## src/rtl/glw_pkg.sv

```systemverilog
`timescale 1ns/1ps
package glw_pkg;

    typedef enum logic {
        GLW_DRIVE  = 1'b0,
        GLW_LISTEN = 1'b1
    } glw_mode_e;

    typedef struct packed {
        logic valid;
        logic below_en;
        logic at_dis;
    } glw_sample_t;

    // Next boost state: a sample at the upper threshold clears first; only a
    // sample taken right after a wake may set it.
    function automatic logic glw_boost_next(input logic cur, input logic pend,
                                            input glw_sample_t s);
        logic nxt;
        nxt = cur;
        if (s.valid && s.at_dis)
            nxt = 1'b0;
        else if (s.valid && pend && s.below_en)
            nxt = 1'b1;
        return nxt;
    endfunction

    function automatic int glw_width(input int n);
        return (n < 2) ? 1 : $clog2(n);
    endfunction

endpackage

```

## src/rtl/glw_idle_timer.sv

```systemverilog
`timescale 1ns/1ps
module glw_idle_timer #(
    parameter int IDLE_CYC = 25000
) (
    input  logic clk,
    input  logic rst,
    input  logic restart,
    output logic expire
);
    import glw_pkg::*;

    localparam int CW = glw_width(IDLE_CYC);
    localparam logic [CW-1:0] LAST = CW'(IDLE_CYC - 1);

    logic [CW-1:0] cnt_q;

    assign expire = (cnt_q == LAST);

    always_ff @(posedge clk) begin
        if (rst)
            cnt_q <= '0;
        else if (restart)
            cnt_q <= '0;
        else if (!expire)
            cnt_q <= cnt_q + 1'b1;
    end
endmodule

```

## src/rtl/glw_listen_fsm.sv

```systemverilog
`timescale 1ns/1ps
module glw_listen_fsm #(
    parameter int BLANK_CYC = 8
) (
    input  logic                  clk,
    input  logic                  rst,
    input  logic                  gate_req,
    input  logic                  pin_edge,
    input  logic                  expire,
    output glw_pkg::glw_mode_e    mode,
    output logic                  wake,
    output logic                  gate_out,
    output logic                  force_on
);
    import glw_pkg::*;

    localparam int BW = glw_width(BLANK_CYC + 1);
    localparam logic [BW-1:0] BLANK_LOAD = BW'(BLANK_CYC);

    glw_mode_e     mode_q, mode_d;
    logic [BW-1:0] blank_q;
    logic          gate_q, force_q;
    logic          listening;

    assign listening = (mode_q == GLW_LISTEN);
    assign wake      = listening && (blank_q == '0) && pin_edge;

    always_comb begin
        mode_d = mode_q;
        unique case (mode_q)
            GLW_DRIVE:  if (!gate_req && expire) mode_d = GLW_LISTEN;
            GLW_LISTEN: if (wake || gate_req)    mode_d = GLW_DRIVE;
            default:    mode_d = GLW_DRIVE;
        endcase
    end

    always_ff @(posedge clk) begin
        if (rst) begin
            mode_q  <= GLW_DRIVE;
            blank_q <= '0;
            gate_q  <= 1'b0;
            force_q <= 1'b0;
        end else begin
            mode_q  <= mode_d;
            if (mode_d != mode_q)
                blank_q <= BLANK_LOAD;
            else if (blank_q != '0)
                blank_q <= blank_q - 1'b1;
            // Normal drive only when the driver was already enabled this cycle.
            gate_q  <= wake || (gate_req && !listening);
            force_q <= wake;
        end
    end

    assign mode     = mode_q;
    assign gate_out = gate_q;
    assign force_on = force_q;
endmodule

```

## src/rtl/glw_boost_qual.sv

```systemverilog
`timescale 1ns/1ps
module glw_boost_qual (
    input  logic                 clk,
    input  logic                 rst,
    input  logic                 wake,
    input  glw_pkg::glw_sample_t samp,
    output logic                 boost
);
    import glw_pkg::*;

    logic pend_q, boost_q;

    always_ff @(posedge clk) begin
        if (rst) begin
            pend_q  <= 1'b0;
            boost_q <= 1'b0;
        end else begin
            boost_q <= glw_boost_next(boost_q, pend_q, samp);
            if (wake)
                pend_q <= 1'b1;
            else if (samp.valid)
                pend_q <= 1'b0;
        end
    end

    assign boost = boost_q;
endmodule

```

## src/rtl/gate_listen_wake.sv

```systemverilog
`timescale 1ns/1ps
module gate_listen_wake #(
    parameter int IDLE_CYC  = 25000,
    parameter int BLANK_CYC = 8
) (
    input  logic clk,
    input  logic rst,
    input  logic gate_req,
    input  logic pin_edge,
    input  logic samp_valid,
    input  logic samp_below_en,
    input  logic samp_at_dis,
    output logic drv_en,
    output logic gate_out,
    output logic force_on,
    output logic boost
);
    import glw_pkg::*;

    glw_mode_e   mode;
    glw_sample_t samp;
    logic        expire, wake;

    assign samp = '{valid: samp_valid, below_en: samp_below_en, at_dis: samp_at_dis};

    glw_idle_timer #(.IDLE_CYC(IDLE_CYC)) u_timer (
        .clk     (clk),
        .rst     (rst),
        .restart (gate_req | wake),
        .expire  (expire)
    );

    glw_listen_fsm #(.BLANK_CYC(BLANK_CYC)) u_fsm (
        .clk      (clk),
        .rst      (rst),
        .gate_req (gate_req),
        .pin_edge (pin_edge),
        .expire   (expire),
        .mode     (mode),
        .wake     (wake),
        .gate_out (gate_out),
        .force_on (force_on)
    );

    glw_boost_qual u_boost (
        .clk   (clk),
        .rst   (rst),
        .wake  (wake),
        .samp  (samp),
        .boost (boost)
    );

    assign drv_en = (mode == GLW_DRIVE);
endmodule

```

## config.mk

```make
export PLATFORM = sky130hd
export DESIGN_NAME = gate_listen_wake
export DESIGN_NICKNAME = d
export VERILOG_FILES = /design/src/rtl/glw_pkg.sv /design/src/rtl/glw_idle_timer.sv /design/src/rtl/glw_listen_fsm.sv /design/src/rtl/glw_boost_qual.sv /design/src/rtl/gate_listen_wake.sv
export SDC_FILE = /design/constraint.sdc
export NUM_CORES = 1
export LEC_CHECK = 0
export BUFFER_PORTS_ARGS = -buffer_cell sky130_fd_sc_hd__buf_4
export CAP_MARGIN = 0
export CORE_UTILIZATION = 59
export CTS_BUF_LIST = sky130_fd_sc_hd__clkbuf_4
export DETAILED_ROUTE_END_ITERATION = 10
export HOLD_SLACK_MARGIN = 0.03
export PLACE_DENSITY = 0.84
export SLEW_MARGIN = 15
export SYNTH_ARGS = -nofsm -noshare
export SYNTH_HDL_FRONTEND = slang
export SYNTH_SLANG_ARGS = --single-unit
```

## constraint.sdc

```tcl
create_clock -name clk -period 2.4 [get_ports clk]
set_input_delay 0.48 -clock clk [delete_from_list [all_inputs] [get_ports clk]]
set_output_delay 0.48 -clock clk [all_outputs]
set_load 0.01 [all_outputs]
```

==> results.toml <==
[route]
detail-route-antenna-nets = 0
wl_per_cell_um = 12.0
drt_pass1_iterations = 4
via_per_inst = 5.24
drcViolationCount = 0
drt-total-wl_um = 1910
vias = 838
drtIter0Drc = 14

[power_and_ir_drop]
p_switching_uw = 246
p_seq_frac = 0.535
ir_worst_vdd_uv = 625
sw_frac_of_total = 0.290
power_frac_comb = 0.258
p_int_uw = 603
p_clk_frac = 0.207
leakage_uw = 0.000415
power_density_nw_per_um2 = 692

[die]
die-area_sq_um = 2030
start_util = 0.633
num_rows = 15
core_area_sq_um = 1730
die-height_um = 45.0
io_pins = 11
die_x_um = 45.0

[placed_design]
io_buffers = 10
gp_congestion = 0.749
detailed_place_hpwl_um = 1460
pre_cts_ws_ps = 465

[logic_synthesis]
syn_avg_cell_area_sq_um = 9.03
ys_warn_count = 0
ys_ff_latch = 24
yosysSeqAreaShare = 0.440
syn-num-nets = 131
synth_cell_types = 30
synth_cells = 121
netlist_area_sq_um = 1090

[sta]
fin_crit_ps = 1940
worst_pin_slew_ps = 546
fin_ws_ps = 458
fin_crit_sh = 0.809
drv_slew = 0
fmax_mhz = 515
setup_tns_ps = 0
whs_ps = 332
grt_setup_unrepaired = "false"
setup_viol = 0
clock_skew_ps = 4.44
slew_headroom = 0.635
hold_viol = 0

[setup_path]
crit_fanout = 16
setup.worst_path.end_class = "register"
slowest_stage = "nand2_1"
cp-start-kind = "register"
worstSetupPathType = "register to register"
cp.required_ps = 2590
worstPathArrival_ps = 2140
path_cells = "inv_1 > ha_1 > nor3b_1 > buf_4 > nand3_1 > nand2_1 > nor2_1"
cpPeakStageDelay_ps = 500

[clock_tree]
cts_buffers = 3
ctsHoldBuffers = 0
clockBufferDepth = 2
path_clk_slew_ps = 120
htreeDepth = 1
postCtsSetupBuffers = 0
worstSkewPairLatency_ps = 310
cts_tree = "done"
cts.repair.resized = 0
root_buffer = "clkbuf_4"
cts.sinks = 24

[layout]
fin_nets = 146
mostFrequentLayoutCells = "dfxtp_1 (24), nor2_1 (23), buf_4 (11), nand3_1 (9), xnor2_1 (9)"
antennaDiodeCount = 0
mostFrequentLayoutCell = "dfxtp_1"
area_growth_pct = 12.4
drive_above_1_share = 0.148

[grt]
grt_max_degree = 17
grt_pass1_wl_um = 3290
grt_pass1_vias = 762
grt_util_all_layers = 0.222
antenna_found_initial = 0
grt_remaining_overflow = 0

[job]
max-cap-violations = 0

[status]
status = "finished clean"

[hold_path]
hp-class = "input port to register"
[per-layer routing]
metal,up-vias,routed length (um),GRT usage
met5,-,0,0
met3,5,89,0.0360
met1,368,916,0.289
met4,0,44,0.109
met2,17,862,0.357
li1,448,-,-
[cell families after synthesis]
family          count (synthesis)  share of synthesized area
xor+xnor                       13                      0.104
flops                          24                      0.440
fa+ha+maj                       3                     0.0344
buf+inv                         6                     0.0218
simple gates                   64                      0.324
mux                             1                    0.00916
compound gates                 10                     0.0664
[final timing paths]
check / from / end / slack [ps] / depth (start not counted)
worst max register to register: u_fsm.blank_q[0] / u_timer.cnt_q[6] / 460 / 7
worst min-delay path: samp_at_dis / u_boost.boost / 330 / 2
worst min register to register: u_boost.pend_q / u_boost.pend_q / 490 / 2
worst max-delay path: u_fsm.blank_q[0] / u_timer.cnt_q[6] / 460 / 7
[layout make-up]
type	instances	area, sq um
clock buffer	3	22.5
clock inverter	1	3.75
fill	125	499
inverter	5	18.8
multi-input combinational	91	588
sequential	24	480
tap	25	31.3
timing repair buffer	11	82.6
[cells in the mapped netlist]
library cell / n / share of area
a211oi_1: 1 / 0.0069
a211oi_2: 1 / 0.011
a21oi_1: 6 / 0.027
a31oi_1: 1 / 0.0057
a41oi_2: 1 / 0.015
and3_1: 1 / 0.0057
buf_2: 1 / 0.0046
dfxtp_1: 24 / 0.44
ha_1: 3 / 0.034
inv_1: 5 / 0.017
mux2i_1: 1 / 0.0092
nand2_1: 7 / 0.024
nand2b_1: 3 / 0.017
nand3_1: 9 / 0.041
nand3b_1: 1 / 0.0069
nand4_1: 3 / 0.017
nand4b_2: 1 / 0.014
nor2_1: 23 / 0.079
nor2b_1: 1 / 0.0057
nor3_1: 4 / 0.018
nor3b_1: 1 / 0.0069
nor4_1: 3 / 0.017
nor4_4: 1 / 0.019
or3_1: 2 / 0.011
or4_1: 1 / 0.0069
or4_4: 1 / 0.010
or4b_4: 1 / 0.013
or4bb_1: 1 / 0.010
xnor2_1: 9 / 0.072
xor2_1: 4 / 0.032
[state kept, by name, summed over array words and instances, names as in the netlist]
| signal | cells |
|---|---|
| u_fsm.gate_out | 1 |
| u_boost.boost | 1 |
| u_fsm.blank_q | 4 |
| u_fsm.mode | 1 |
| u_boost.pend_q | 1 |
| u_timer.cnt_q | 15 |
| u_fsm.force_on | 1 |
[critical path, delay by kind of cell (launching register included)]
kind                       cells  cell delay, ps
DFF                            1             330
adders and majority gates      1             200
and+or+nand+nor                4            1010
buffers and inverters          2             270
[power groups by stage]
| stage | registers, uW | logic [uW] | clock network (uW) |
|---|---|---|---|
| final | 454 | 219 | 176 |
| after global routing | 458 | 247 | 199 |
| after CTS | 453 | 220 | 182 |
| after detailed placement | 461 | 219 | 0 |
| after global placement | 460 | 202 | 0 |
| after floorplan | 457 | 155 | 0 |
[stage by stage]
stage / cells / cell area, sq um / utilization / power (uW)
2_1_floorplan: 121 / 1090 / - / 612
3_3_place_gp: 156 / 1200 / 0.696 / 662
3_5_place_dp: 156 / 1200 / 0.696 / 680
6_report: 160 / 1230 / 0.711 / 849
4_1_cts: 160 / 1230 / 0.711 / 855
5_1_grt: 160 / 1230 / 0.711 / 904
No activity file was read; power rests on OpenSTA's default activity.
